$ cat src/rtl/dmmu_fault_pkg.sv
package dmmu_fault_pkg;

  // Status word bit positions; software decodes these
  localparam int VALID_BIT = 0;
  localparam int OVF_BIT   = 1;
  localparam int WRITE_BIT = 2;
  localparam int USER_BIT  = 3;
  localparam int TYPE_LSB  = 7;

  // Register select encodings
  localparam logic SEL_STATUS = 1'b0;
  localparam logic SEL_ADDR   = 1'b1;

  // Strobes from control to datapath
  typedef struct packed {
    logic capture;  // record a hardware fault
    logic swLoad;   // software stores the status word verbatim
    logic swClear;  // software wipes both registers
  } fsrStrobes_t;

endpackage

$ cat src/rtl/dmmu_fault_ctrl.sv
module dmmu_fault_ctrl
  import dmmu_fault_pkg::*;
(
  input  logic        faultPulse,
  input  logic        regWrEn,
  input  logic        regSel,
  input  logic        wrValidBit,
  output fsrStrobes_t strb
);

  logic swStatusWr;

  always_comb begin
    // a write to the address select is dropped here
    swStatusWr   = regWrEn && (regSel == SEL_STATUS);
    strb.capture = faultPulse;
    // hardware fault has priority over any software access
    strb.swLoad  = swStatusWr && wrValidBit  && !faultPulse;
    strb.swClear = swStatusWr && !wrValidBit && !faultPulse;
  end

endmodule

$ cat src/rtl/dmmu_fault_datapath.sv
module dmmu_fault_datapath
  import dmmu_fault_pkg::*;
#(
  parameter int VA_W   = 64,
  parameter int STAT_W = 16,
  parameter int TYPE_W = 6
) (
  input  logic              clk,
  input  logic              rstN,
  input  fsrStrobes_t       strb,
  input  logic [VA_W-1:0]   faultAddr,
  input  logic              faultUser,
  input  logic              faultWrite,
  input  logic [TYPE_W-1:0] faultType,
  input  logic [STAT_W-1:0] wrData,
  output logic [STAT_W-1:0] statusQ,
  output logic [VA_W-1:0]   addrQ
);

  localparam logic [STAT_W-1:0] OVF_WORD = STAT_W'(1) << OVF_BIT;

  logic [STAT_W-1:0] baseWord;
  logic [STAT_W-1:0] causeWord;
  logic [STAT_W-1:0] faultWord;

  always_comb begin
    // an unacknowledged record collapses to the overflow marker
    baseWord  = statusQ[VALID_BIT] ? OVF_WORD : statusQ;
    causeWord = '0;
    causeWord[VALID_BIT]            = 1'b1;
    causeWord[WRITE_BIT]            = faultWrite;
    causeWord[USER_BIT]             = faultUser;
    causeWord[TYPE_LSB +: TYPE_W]   = faultType;
    faultWord = baseWord | causeWord;
  end

  always_ff @(posedge clk or negedge rstN) begin
    if (!rstN) begin
      statusQ <= '0;
    end else if (strb.capture) begin
      statusQ <= faultWord;
    end else if (strb.swClear) begin
      statusQ <= '0;
    end else if (strb.swLoad) begin
      statusQ <= wrData;
    end
  end

  always_ff @(posedge clk or negedge rstN) begin
    if (!rstN) begin
      addrQ <= '0;
    end else if (strb.capture) begin
      addrQ <= faultAddr;
    end else if (strb.swClear) begin
      addrQ <= '0;
    end
  end

endmodule

$ cat src/rtl/dmmu_fault_rdmux.sv
module dmmu_fault_rdmux
  import dmmu_fault_pkg::*;
#(
  parameter int VA_W   = 64,
  parameter int STAT_W = 16
) (
  input  logic              regSel,
  input  logic [STAT_W-1:0] statusQ,
  input  logic [VA_W-1:0]   addrQ,
  output logic [VA_W-1:0]   rdData
);

  always_comb begin
    rdData = '0;
    if (regSel == SEL_ADDR) begin
      rdData = addrQ;
    end else begin
      rdData[STAT_W-1:0] = statusQ;
    end
  end

endmodule

$ cat src/rtl/dmmu_fault_recorder.sv
module dmmu_fault_recorder
  import dmmu_fault_pkg::*;
#(
  parameter int VA_W   = 64,
  parameter int STAT_W = 16,
  parameter int TYPE_W = 6
) (
  input  logic              clk,
  input  logic              rstN,
  input  logic              faultPulse,
  input  logic [VA_W-1:0]   faultAddr,
  input  logic              faultUser,
  input  logic              faultWrite,
  input  logic [TYPE_W-1:0] faultType,
  input  logic              regWrEn,
  input  logic              regSel,
  input  logic [STAT_W-1:0] regWrData,
  output logic [VA_W-1:0]   regRdData
);

  fsrStrobes_t       strb;
  logic [STAT_W-1:0] statusQ;
  logic [VA_W-1:0]   addrQ;

  dmmu_fault_ctrl u_ctrl (
    .faultPulse (faultPulse),
    .regWrEn    (regWrEn),
    .regSel     (regSel),
    .wrValidBit (regWrData[VALID_BIT]),
    .strb       (strb)
  );

  dmmu_fault_datapath #(
    .VA_W   (VA_W),
    .STAT_W (STAT_W),
    .TYPE_W (TYPE_W)
  ) u_dp (
    .clk        (clk),
    .rstN       (rstN),
    .strb       (strb),
    .faultAddr  (faultAddr),
    .faultUser  (faultUser),
    .faultWrite (faultWrite),
    .faultType  (faultType),
    .wrData     (regWrData),
    .statusQ    (statusQ),
    .addrQ      (addrQ)
  );

  dmmu_fault_rdmux #(
    .VA_W   (VA_W),
    .STAT_W (STAT_W)
  ) u_rd (
    .regSel  (regSel),
    .statusQ (statusQ),
    .addrQ   (addrQ),
    .rdData  (regRdData)
  );

endmodule

$ cat config.mk
export PLATFORM = sky130hd
export DESIGN_NAME = dmmu_fault_recorder
export DESIGN_NICKNAME = d
export VERILOG_FILES = /design/src/rtl/dmmu_fault_pkg.sv /design/src/rtl/dmmu_fault_ctrl.sv /design/src/rtl/dmmu_fault_datapath.sv /design/src/rtl/dmmu_fault_rdmux.sv /design/src/rtl/dmmu_fault_recorder.sv
export SDC_FILE = /design/constraint.sdc
export NUM_CORES = 1
export LEC_CHECK = 0
export BUFFER_PORTS_ARGS = -buffer_cell sky130_fd_sc_hd__buf_4
export CORE_ASPECT_RATIO = 1.4
export CORE_MARGIN = 4
export CORE_UTILIZATION = 40
export DETAILED_ROUTE_END_ITERATION = 10
export PLACE_DENSITY_LB_ADDON = 0.25
export REMOVE_ABC_BUFFERS = 1
export SETUP_SLACK_MARGIN = 0.05
export SYNTH_ARGS = -nofsm -noshare
export SYNTH_HDL_FRONTEND = slang
export SYNTH_SLANG_ARGS = --single-unit
$ cat constraint.sdc
create_clock -name clk -period 2.2 [get_ports clk]
set_input_delay 0.11 -clock clk [delete_from_list [all_inputs] [get_ports clk]]
set_output_delay 0.11 -clock clk [all_outputs]
set_load 0.05 [all_outputs]
==> results of run 1 <==
==> what timing repair did <==
| action | in CTS | in global routing |
|---|---|---|
| hold buffers | 20 | 2 |
| setup endpoints to repair | 0 | 0 |
| hold endpoints to repair | 57 | 2 |
==> cell usage after synthesis <==
master and instances:
nor4bb_4 1, a21oi_2 1, mux2_2 15, inv_1 2, o21bai_1 1, nor2_4 1, a22oi_1 1, a21oi_1 1
and2_1 48, clkbuf_1 5, o21ai_0 1, dfrtp_1 80, nor3b_2 2, buf_4 1, a22o_1 78, buf_2 15
a21o_1 8, nand2_1 2, buf_6 2
==> worst max-delay path by stage <==
stage,cells after the start,slack [ns],end
global route,2,0.78,u_dp.statusQ[1]$_DFFE_PN0P_
detailed placement,4,0.69,u_dp.statusQ[1]$_DFFE_PN0P_
finish,2,0.88,u_dp.statusQ[1]$_DFFE_PN0P_
CTS,2,0.85,u_dp.statusQ[1]$_DFFE_PN0P_
floorplan,2,0.66,regRdData[1]
global placement,4,0.75,u_dp.statusQ[1]$_DFFE_PN0P_
==> flip-flops by register name, summed over array words and instances, names as in the netlist <==
signal        count
u_dp.addrQ       64
u_dp.statusQ     16
==> per-layer routing <==
metal | GRT usage [%] | share of wire, % | vias up
li1 | - | - | 1313
met1 | 20.7 | 37 | 1395
met2 | 33.2 | 55 | 96
met3 | 3.71 | 5.9 | 9
met4 | 7.21 | 1.3 | 0
met5 | 0 | 0 | -
==> where the power goes <==
part / internal, mW / total [mW] / leakage (nW) / switching [mW]
combinational: 0.407 / 0.963 / 1.50 / 0.555
clock: 0.757 / 1.32 / 0.132 / 0.559
sequential: 1.60 / 1.66 / 0.986 / 0.0643
==> cells by family after synthesis <==
group           Yosys count  share of synthesized area (%)
compound gates           91                           22.5
flops                    80                           58.1
buf+inv                  25                           3.81
simple gates             54                           10.7
mux                      15                           4.90
==> per-stage QoR <==
stage / area [sq um] / setup WS [ns]
2_1_floorplan: 3320 / 0.662
3_3_place_gp: 4680 / 0.752
3_5_place_dp: 4680 / 0.687
4_1_cts: 5150 / 0.848
5_1_grt: 5170 / 0.780
6_report: 5170 / 0.877
==> final cells by class <==
cell class | count | area (sq um)
multi-input combinational | 160 | 1320
tap | 102 | 128
clock buffer | 10 | 229
fill | 683 | 3130
inverter | 2 | 7.51
timing repair buffer | 184 | 1450
sequential | 80 | 2000
clock inverter | 6 | 36.3
==> results.txt, run 1 <==
After the flow finishes, the layout carries non-filler instances totaling 544. The floorplan step defined a die boundary enclosing 10200 sq um. Setup repair after global routing left no endpoint under its margin. The logs give 0 for the initial antenna violation count and 506 for the number of placed instances with taps included.

The worst-case hold path end point was u_dp.addrQ[30]$_DFFE_PN0P_. For this run, the top clock speed supported by timing is 0.756 GHz. In the final design database the tool counted 530 nets.

The critical path goes through a21oi_2 -> a22oi_1. Floorplan die height: 118 microns. TritonCTS built the clock tree. The worst pin sits at a relative slew slack of 54.2%. The final setup skew is 0.00433 ns, and the CTS clock-pin slew for the worst setup and hold paths is 0.06 ns. The logs give 0 for the post-CTS setup buffer count and 62.3% for the fraction of the core area covered by cells at the end of the flow. The library cells used most frequently in the layout, excluding fill and tap cells, are 161 x buf_4, 80 x dfrtp_1, 78 x a22o_1, 48 x and2_1, 22 x dlygate4sd3_1. The class of the tightest hold or removal check is in2reg.

The initial core utilization was 41.6%. Most common cell after layout, fill and taps aside: buf_4. In the global route stage, overall resource usage came out at 18.4%. The number of pins with negative max-slew slack in the final report is 0.

In this run the worst setup path begins at u_dp.statusQ[0]$_DFFE_PN0P_. The tightest hold path in the finished design has a slack of 0.0120 ns. Count of boundary I/O pins: 157. The tools report the number of nets with antenna violations after routing as 0.

Among all stages on the critical path, the largest delay is contributed by a21oi_2. The global placer's final weighted congestion came out at 0.713. The clock period minus final worst setup slack works out to 1.32 ns. For the cell row count, the log shows 39. For this run, the register share of the synthesized area comes to 58.1%.

Area added between synthesis and finish: 49.8%. For the count of distinct cell types in the synthesized netlist, the log shows 19. The end of the worst register-to-register path is u_dp.statusQ[1]$_DFFE_PN0P_. Summed over all nets, the half-perimeter wirelength after detailed placement is 6.55 mm. Setup violations remaining at the end of the flow were counted as 0. The worst setup path is launched from a flop. The setup check on the worst reg-to-reg path leaves a slack of 0.88 ns.

CTS saw 80 sinks. Together, buffers and inverters on the worst path number 0. From left edge to right edge, the die measures 86.5 microns. For this block, the via count after detailed routing is 2813. The hold-critical path depth came out at 2. For this run the aggregate overflow at the end of global routing stands at 0.

The tools report the maximum level of the CTS H-tree as 3. The category of the worst setup path capture point is a flop. The tools report the number of warning messages in the yosys log as 0.

Entering global routing, the biggest net connects 43 pins. The count of final hold-check violations is 0, and the number of optimization iterations in the first detailed-route pass is 4. After synthesis, the cell types taking the most area are dfrtp_1 58%, a22o_1 20%, and2_1 8.7%.

The number of cells on the worst reg-to-reg path is 2. After synthesis, the mean cell area works out to 13.0 sq um. Input and output buffers added on the ports amount to 156. The run finished with clean final reports.

Summed over all layers, the routed wires come to 9.20 mm. Max-cap violations in this run came to 0. In this design, the largest share of critical-path delay is due to compound AO/OA/AOI/OAI gates. The startpoint identified for the worst register-to-register timing path is u_dp.statusQ[0]$_DFFE_PN0P_. In this run the most critical hold path is launched from faultAddr[30]. Of the available clock period, the critical path in the final layout requires 60.1%. STA puts the critical path data required time at 2.37 ns. At the later pin of the worst-skew pair, clock insertion delay measures 0.33 ns. The largest total area in the synthesized netlist belongs to dfrtp_1. By startpoint and endpoint, the worst setup path is classified as reg2reg. The share of synthesized area in the top cell type comes to 58.1%. At the worst endpoint, the arrival time is 1.50 ns. After synthesis the netlist holds a flip-flop and latch count of 80. The count of routing violations after the opening detailed-route iteration was 91; the number of gates resized after CTS was 0. The core region is 8300 sq um.

In this run the cell area of the synthesized design comes to 3450 sq um. CTS placed an instance of clkbuf_16 at the clock tree root. The average wire per cell in the routed design is 16.9 microns, and the setup TNS is 0 ns.

For the pin with the worst max-slew slack, the measured transition is 0.686 ns. The worst-case IR drop observed on VDD is 0.447 mV. On the worst path, the slowest cell contributes a delay of 0.58 ns. The via count of the first global-routing pass was 3061. 0 antenna diodes ended up in the layout.

The maximum fanout along the worst path is 15, and the via-per-instance ratio is 5.17. The TritonCTS buffer count is 9. In the final layout, the share of cells above drive strength 1 is 44.6%. Summed over all cells, the static leakage comes to 2.62 nW. Summing internal, switching and leakage power gives 3.94 mW. The first-pass GRT wire length was 14.8 mm; the largest buffer count on any clock path was 2.

Synthesis handed over a netlist of 265 instances. For this design the ratio of total power to cell area is 763 nW/um^2. In the routed design, unresolved DRC markers number 0.
Power figures use the tool's default switching activity.
==> run 2, diff against run 1 <==
==> constraint.sdc (replaced) <==
create_clock -name clk -period 1.2 [get_ports clk]
set_input_delay 0.06 -clock clk [delete_from_list [all_inputs] [get_ports clk]]
set_output_delay 0.06 -clock clk [all_outputs]
set_load 0.05 [all_outputs]
==> run 2 against run 1 <==
Against the previous run:
- the run now ends with negative setup slack left
- first-iteration DRC count up 92%
- clock skew about the same
- worst hold slack better by 0.0033 ns
- clock-buffer cell count up 2
- power up 96%
==> results.txt, run 2 (synthesized netlist as in run 1, its figures left out) <==
The flow ran to the end, but the final reports show violations. The checks that failed: negative setup slack. The floorplan die area is 10200 sq um (unchanged).

The number of diodes added for antenna fixing was 0 (unchanged); the sequential share of power was 39.5% (was 42.2%). The clock group share of total power is 32.5% (was 33.4%), and the final clock period utilization by the worst path is 102%. The share of post-route cells with drive strength above 1 works out to 43.0% (was 44.6%). The switching power share of the total is 29.5% (was 29.9%). The maximum fanout along the worst path works out to 2 (was 15). The standby leakage power was 3.03 nW (was 2.62 nW).

The floorplan die height was 118 microns (unchanged); the maximum level of the CTS H-tree was 3 (unchanged). Total vias in the final route: 3256 (was 2813). The share of total power in combinational logic is 28.0% (was 24.4%).

The CTS clock-pin slew for the worst setup and hold paths came out at 0.06 ns (about the same). The worst max-slew margin expressed relative to the limit was 71.7% (was 54.2%); the wire length reported by the detailed router was 11.4 mm (was 9.20 mm). For the number of sinks on the clock net, the log shows 80 (unchanged).

The area of the core came out at 8300 sq um (unchanged). The number of nets with antenna violations after routing is 0 (unchanged), and the net switching power is 2.28 mW (was 1.18 mW). The average wire per cell in the routed design was 18.6 microns (was 16.9 microns). The run gives 0 (unchanged) as the number of pins with negative max-slew slack in the final report. The first-pass GRT wire length was 18.0 mm (was 14.8 mm). The final setup violation count was 12 (was 0); the number of optimization iterations in the first detailed-route pass was 4 (unchanged).

The number of flip-flops in the largest register came out at 64 (unchanged). The placement-stage worst setup slack is -0.131 ns (was 0.687 ns). Floorplan die width: 86.5 microns (unchanged).

Biggest registers after layout: u_dp.addrQ (64), u_dp.statusQ (16) (unchanged). The count of boundary I/O pins was 157 (unchanged); the count of final hold-check violations was 0 (unchanged). The logs give 41.6% (unchanged) for the initial core utilization and 175 (was 91) for the count of routing violations after the opening detailed-route iteration. The fraction of the core area covered by cells at the end of the flow was 73.1% (was 62.3%). Derived from the worst setup path, the maximum achievable clock frequency is 0.816 GHz. Total power of the final layout: 7.74 mW (was 3.94 mW). Top library cells by usage in the layout, fill and taps aside: 155 x buf_4, 80 x dfrtp_1, 78 x a22o_1, 71 x dlygate4sd3_1, 48 x and2_1 (was 161 x buf_4, 80 x dfrtp_1, 78 x a22o_1, 48 x and2_1, 22 x dlygate4sd3_1). The largest net degree at the start of global routing was 81 (was 43).

Placed wire-length estimate after detailed placement: 6.83 mm (was 6.55 mm). The class of the tightest hold or removal check was in2reg (unchanged). For the internal power component, the log shows 5.46 mW (was 2.76 mW).

The clock insertion delay at the later pin of the skew report is 0.33 ns (about the same), and the global placer's final weighted congestion is 0.738 (was 0.713). The worst-margin pin slew came out at 0.425 ns (was 0.686 ns). The post-layout worst setup margin is -0.0257 ns (was 0.877 ns). The register name with the most flops is u_dp.addrQ (unchanged). The category of the worst setup path capture point is a primary output (was a flop). The TritonCTS buffer count is 9 (unchanged). The tools report the sum of overflow across all layers after global routing as 0 (unchanged).

The largest buffer count on any clock path came out at 2 (unchanged). The category of the critical setup timing path is reg2out (was reg2reg). The cell row count is 39 (unchanged), and the endpoint required time on the critical path is 1.14 ns (was 2.37 ns). Setup repair after global routing could not meet its margin everywhere. For the max-cap violation count, the log shows 0 (unchanged). The global routing usage summed across all routing layers is 22.8% (was 18.4%). The final net count came out at 603 (was 530). The area added between synthesis and finish was 75.8% (was 49.8%).

Most common cell after layout, fill and taps aside: buf_4 (unchanged). Maximum VDD drop: 0.941 mV (was 0.447 mV). Cell at the root of the clock tree: clkbuf_16 (unchanged). The power density over the cells is 1280 nW/um^2 (was 763 nW/um^2). The tools report the final setup skew as 0.00418 ns (was 0.00433 ns). TritonCTS built the clock tree. The tools report the via count of the first global-routing pass as 3601 (was 3061). The critical path arrival came out at 1.17 ns (was 1.50 ns). The number of DRC violations after detailed routing came out at 0 (unchanged). The initial antenna violation count is 0 (unchanged). The via-per-instance ratio is 5.29 (was 5.17), and the setup TNS is -0.103 ns (was 0 ns). The count of buffers from port buffering is 156 (unchanged), and the clock period minus final worst setup slack is 1.23 ns. The sort of element at the start of the critical path is a flop (unchanged).
-- run 2: what timing repair did --
action,4_1_cts,5_1_grt
buffers inserted,5,11
gates resized for setup,36,12
endpoints found under the hold margin,150,0
endpoints found under the setup margin,32,41
pin swaps,6,1
hold buffers,71,0
-- run 2: final timing paths --
| check | slack [ns] | cells past startpoint | from | endpoint |
|---|---|---|---|---|
| setup / recovery | -0.03 | 2 | u_dp.statusQ[10]$_DFFE_PN0P_ | regRdData[10] |
| hold / removal | 0.02 | 3 | regWrData[1] | u_dp.statusQ[1]$_DFFE_PN0P_ |
| setup reg to reg | 0.09 | 4 | u_dp.statusQ[0]$_DFFE_PN0P_ | u_dp.statusQ[5]$_DFFE_PN0P_ |
| hold reg to reg | 0.48 | 1 | u_dp.statusQ[11]$_DFFE_PN0P_ | u_dp.statusQ[11]$_DFFE_PN0P_ |
| max in group asynchronous | 0.57 | 3 | rstN | u_dp.addrQ[2]$_DFFE_PN0P_ |
| min in group asynchronous | 0.28 | 3 | rstN | u_dp.addrQ[48]$_DFFE_PN0P_ |
-- run 2: worst max-delay path, stage by stage, from the launching register on --
cell	delay, ns
dfrtp_1	0.40
mux2_2	0.28
buf_6	0.15
-- run 2: per-layer routing --
layer / routed length (microns) / GRT usage (%)
met2: 6210 / 40.9
met1: 4100 / 24.7
met5: 0 / 0
met3: 624 / 4.06
met4: 510 / 11.9
-- run 2: area by class of cell --
| class | instances | area (sq um) |
|---|---|---|
| sequential | 80 | 2000 |
| clock inverter | 3 | 17.5 |
| timing repair buffer | 257 | 2290 |
| tap | 102 | 128 |
| fill | 531 | 2230 |
| multi-input combinational | 160 | 1360 |
| inverter | 2 | 7.51 |
| clock buffer | 12 | 256 |
-- run 2: per-stage QoR --
| stage | std cells | hold slack, ns | area, sq um |
|---|---|---|---|
| floorplan | 242 | -0.236 | 3320 |
| finish | 616 | 0.0153 | 6060 |
| global placement | 514 | 0.118 | 4780 |
| detailed placement | 514 | 0.119 | 4780 |
| CTS | 605 | 0.0122 | 5940 |
| global route | 616 | 0.0276 | 6060 |
-- run 2: power by group through the flow --
stage / logic (mW) / clock network, mW / registers, mW
after CTS: 2.09 / 2.54 / 3.05
after floorplan: 1.01 / 0 / 3.06
final: 2.16 / 2.52 / 3.06
after detailed placement: 1.77 / 0 / 3.09
after global placement: 1.75 / 0 / 3.09
after global routing: 2.28 / 2.66 / 3.09
==> run 3, diff against run 2 <==
--- a/config.mk
+++ b/config.mk
@@ -6,13 +6,16 @@
 export NUM_CORES = 1
 export LEC_CHECK = 0
 export BUFFER_PORTS_ARGS = -buffer_cell sky130_fd_sc_hd__buf_4
+export CELL_PAD_IN_SITES_DETAIL_PLACEMENT = 2
+export CELL_PAD_IN_SITES_GLOBAL_PLACEMENT = 2
 export CORE_ASPECT_RATIO = 1.4
 export CORE_MARGIN = 4
-export CORE_UTILIZATION = 40
+export CORE_UTILIZATION = 26
 export DETAILED_ROUTE_END_ITERATION = 10
 export PLACE_DENSITY_LB_ADDON = 0.25
 export REMOVE_ABC_BUFFERS = 1
 export SETUP_SLACK_MARGIN = 0.05
+export SLEW_MARGIN = 20
 export SYNTH_ARGS = -nofsm -noshare
 export SYNTH_HDL_FRONTEND = slang
 export SYNTH_SLANG_ARGS = --single-unit
==> run 3 against run 2 <==
Against the previous run:
- the run still ends with negative setup slack left
- worst setup slack got worse by 0.034 ns
- combinational power increased by 9%
- clock power up 23%
- via count about the same
- cell count increased by 15%
- routed wire length up 26%
- sequential power about the same
- design area is 6.9% higher
==> results.txt, run 3 (synthesized netlist as in run 1, its figures left out) <==
The run finished, with violations left. Violated checks: negative setup slack (unchanged). The cell row count came out at 49 (was 39). Sequence of cells on the critical path: mux2_4 -> buf_8 (was mux2_2 -> buf_6). The placed wire-length estimate after detailed placement is 8.29 mm (was 6.83 mm), and the floorplan die area is 15200 sq um (was 10200 sq um). The worst-margin pin slew is 0.363 ns (was 0.425 ns). The run gives 0 (unchanged) as the sum of overflow across all layers after global routing. The area occupied by multi-input gates is 1370 sq um (was 1360 sq um). The maximum fanout along the worst path came out at 2 (unchanged). The post-layout instance area is 6480 sq um (was 6060 sq um), and the area of the core is 12900 sq um (was 8300 sq um). The floorplan die width is 105 microns (was 86.5 microns), and the post-layout worst setup margin is -0.0598 ns (was -0.0257 ns). Category of the critical setup timing path: reg2out (unchanged).

The clock period minus final worst setup slack works out to 1.26 ns (was 1.23 ns). The endpoint required time on the critical path came out at 1.14 ns (about the same). The register name with the most flops is u_dp.addrQ (unchanged). The first-pass GRT wire length was 21.6 mm (was 18.0 mm); the maximum clock rate was 0.794 GHz (was 0.816 GHz). The flip-flop and latch area is 2000 sq um (unchanged). The worst max-slew margin expressed relative to the limit was 75.7% (was 71.7%). The category of the worst setup path capture point was a primary output (unchanged). For the number of fill cells in the layout, the log shows 1234 (was 531). The maximum VDD drop is 0.785 mV (was 0.941 mV), and the floorplan die height is 144 microns (was 118 microns). The number of pins with negative max-slew slack in the final report was 0 (unchanged); the total vias in the final route was 3253 (was 3256). The area added between synthesis and finish was 88.0% (was 75.8%).

The number of DRC violations after detailed routing came out at 0 (unchanged). Biggest registers after layout: u_dp.addrQ (64), u_dp.statusQ (16) (unchanged). The final setup violation count came out at 14 (was 12). The critical path arrival is 1.20 ns (was 1.17 ns). Top library cells by usage in the layout, fill and taps aside: 139 x buf_4, 80 x dfrtp_1, 78 x a22o_1, 71 x dlygate4sd3_1, 47 x buf_6 (was 155 x buf_4, 80 x dfrtp_1, 78 x a22o_1, 71 x dlygate4sd3_1, 48 x and2_1).

The run gives 2 (unchanged) as the largest buffer count on any clock path. The tools report the global placer's final weighted congestion as 0.729 (was 0.738). For the largest net degree at the start of global routing, the log shows 50 (was 81). The number of optimization iterations in the first detailed-route pass was 6 (was 4); the final cell count without fillers was 709 (was 616). The count of routing violations after the opening detailed-route iteration is 77 (was 175), and the initial antenna violation count is 1 (was 0). The CTS clock-pin slew for the worst setup and hold paths was 0.07 ns (was 0.06 ns). The count of final hold-check violations is 0 (unchanged). The count of buffers from port buffering is 156 (unchanged).

For the clock insertion delay at the later pin of the skew report, the log shows 0.34 ns (was 0.33 ns). Most common cell after layout, fill and taps aside: buf_4 (unchanged). The share of post-route cells with drive strength above 1 was 45.7% (was 43.0%); the final clock period utilization by the worst path was 105% (was 102%). The number of placed instances with taps included was 588 (was 514); the stage delay of the slowest cell on the critical path was 0.41 ns (was 0.40 ns). The power density over the cells is 1310 nW/um^2 (was 1280 nW/um^2).

The number of flip-flops in the largest register came out at 64 (unchanged). The number of nets with antenna violations after routing was 0 (unchanged); the via count of the first global-routing pass was 3783 (was 3601). The family with the most delay on the worst path is flip-flops (unchanged). The wire length reported by the detailed router came out at 14.4 mm (was 11.4 mm). The master of the slowest instance on the critical path was dfrtp_1 (unchanged).

The final net count is 618 (was 603), and the global routing usage summed across all routing layers is 18.5% (was 22.8%). Max-cap violation count: 0 (unchanged). The TritonCTS buffer count was 9 (unchanged); the final setup skew was 0.00945 ns (was 0.00418 ns). The tools report the initial core utilization as 26.7% (was 41.6%). The via-per-instance ratio was 4.59 (was 5.29).

The instance area at placement was 4900 sq um (was 4780 sq um); the number of sinks on the clock net was 80 (unchanged). The maximum level of the CTS H-tree was 3 (unchanged). TritonCTS built the clock tree.

Buffers plus inverters on the worst setup path: 1 (unchanged). Setup repair after global routing could not meet its margin everywhere. The cell at the root of the clock tree is clkbuf_16 (unchanged).

The average wire per cell in the routed design works out to 20.3 microns (was 18.6 microns). The class of the tightest hold or removal check is in2reg (unchanged). The logs give 157 (unchanged) for the count of boundary I/O pins and 3.17 nW (was 3.03 nW) for the standby leakage power. Sort of element at the start of the critical path: a flop (unchanged).
[run 3: changes by cell type in the layout (fill, tap and decap cells not counted), sizes merged]
cell	before	now
diode	0	1
bufinv	0	2
buf	186	201
clkinv	2	1
[run 3: repair_timing]
action | in CTS | in global routing
hold buffers | 71 | 0
endpoints found under the setup margin | 25 | 59
cloned | 0 | 0
endpoints found under the hold margin | 150 | 0
buffers inserted | 7 | 26
resized for setup | 37 | 42
[run 3: final timing paths]
path / start / endpoint / slack (ns) / depth (start not counted)
worst max-delay path: u_dp.statusQ[4]$_DFFE_PN0P_ / regRdData[4] / -0.06 / 2
worst min-delay path: regWrData[1] / u_dp.statusQ[1]$_DFFE_PN0P_ / 0.006 / 3
worst max register to register: u_dp.statusQ[0]$_DFFE_PN0P_ / u_dp.statusQ[6]$_DFFE_PN0P_ / 0.08 / 4
worst min register to register: u_dp.statusQ[2]$_DFFE_PN0P_ / u_dp.statusQ[2]$_DFFE_PN0P_ / 0.48 / 1
max in group asynchronous: rstN / u_dp.addrQ[28]$_DFFE_PN0P_ / 0.58 / 3
min in group asynchronous: rstN / u_dp.addrQ[8]$_DFFE_PN0P_ / 0.15 / 2
[run 3: layout make-up]
cell class              instances  area share (%)
repair buffers                272            39.2
flip-flops and latches         80            30.9
multi-input cells             160            21.2
clock buffers                  12            3.96
well taps                     178            3.44
clock inverters                 4            1.18
inverters                       2           0.116
diodes                          1          0.0386
[run 3: power by group]
| group | total, mW | internal (mW) | switching, mW |
|---|---|---|---|
| clock network | 3.09 | 1.94 | 1.15 |
| registers | 3.08 | 2.93 | 0.144 |
| logic | 2.35 | 1.15 | 1.20 |
[run 3: tightest hold or removal path: cells and delay by family]
family                 cells  cell delay (ns)
AO/OA/AOI/OAI              1             0.05
buffers and inverters      1             0.11
AND/OR/NAND/NOR            1             0.07
[run 3: through the flow]
step	total power [mW]	hold slack [ns]	util [%]	setup slack, ns	TNS (ns)
after floorplan	4.07	-0.236	-	-0.288	-2.25
after global placement	4.88	-0.0961	37.8	0.105	0
after detailed placement	4.92	-0.0939	37.8	0.0802	0
after CTS	8.36	0.00714	47.4	-0.0477	-0.405
after global routing	8.88	0.0125	50.1	-0.0823	-0.921
final	8.51	0.00597	50.1	-0.0598	-0.408
[run 3: routing by layer]
metal / up-vias / global-route usage [%] / share of wire, %
li1: 1492 / - / -
met1: 1640 / 20.8 / 37
met2: 96 / 34.1 / 56
met3: 25 / 2.64 / 3.2
met4: 0 / 8.98 / 2.9
met5: - / 0 / 0
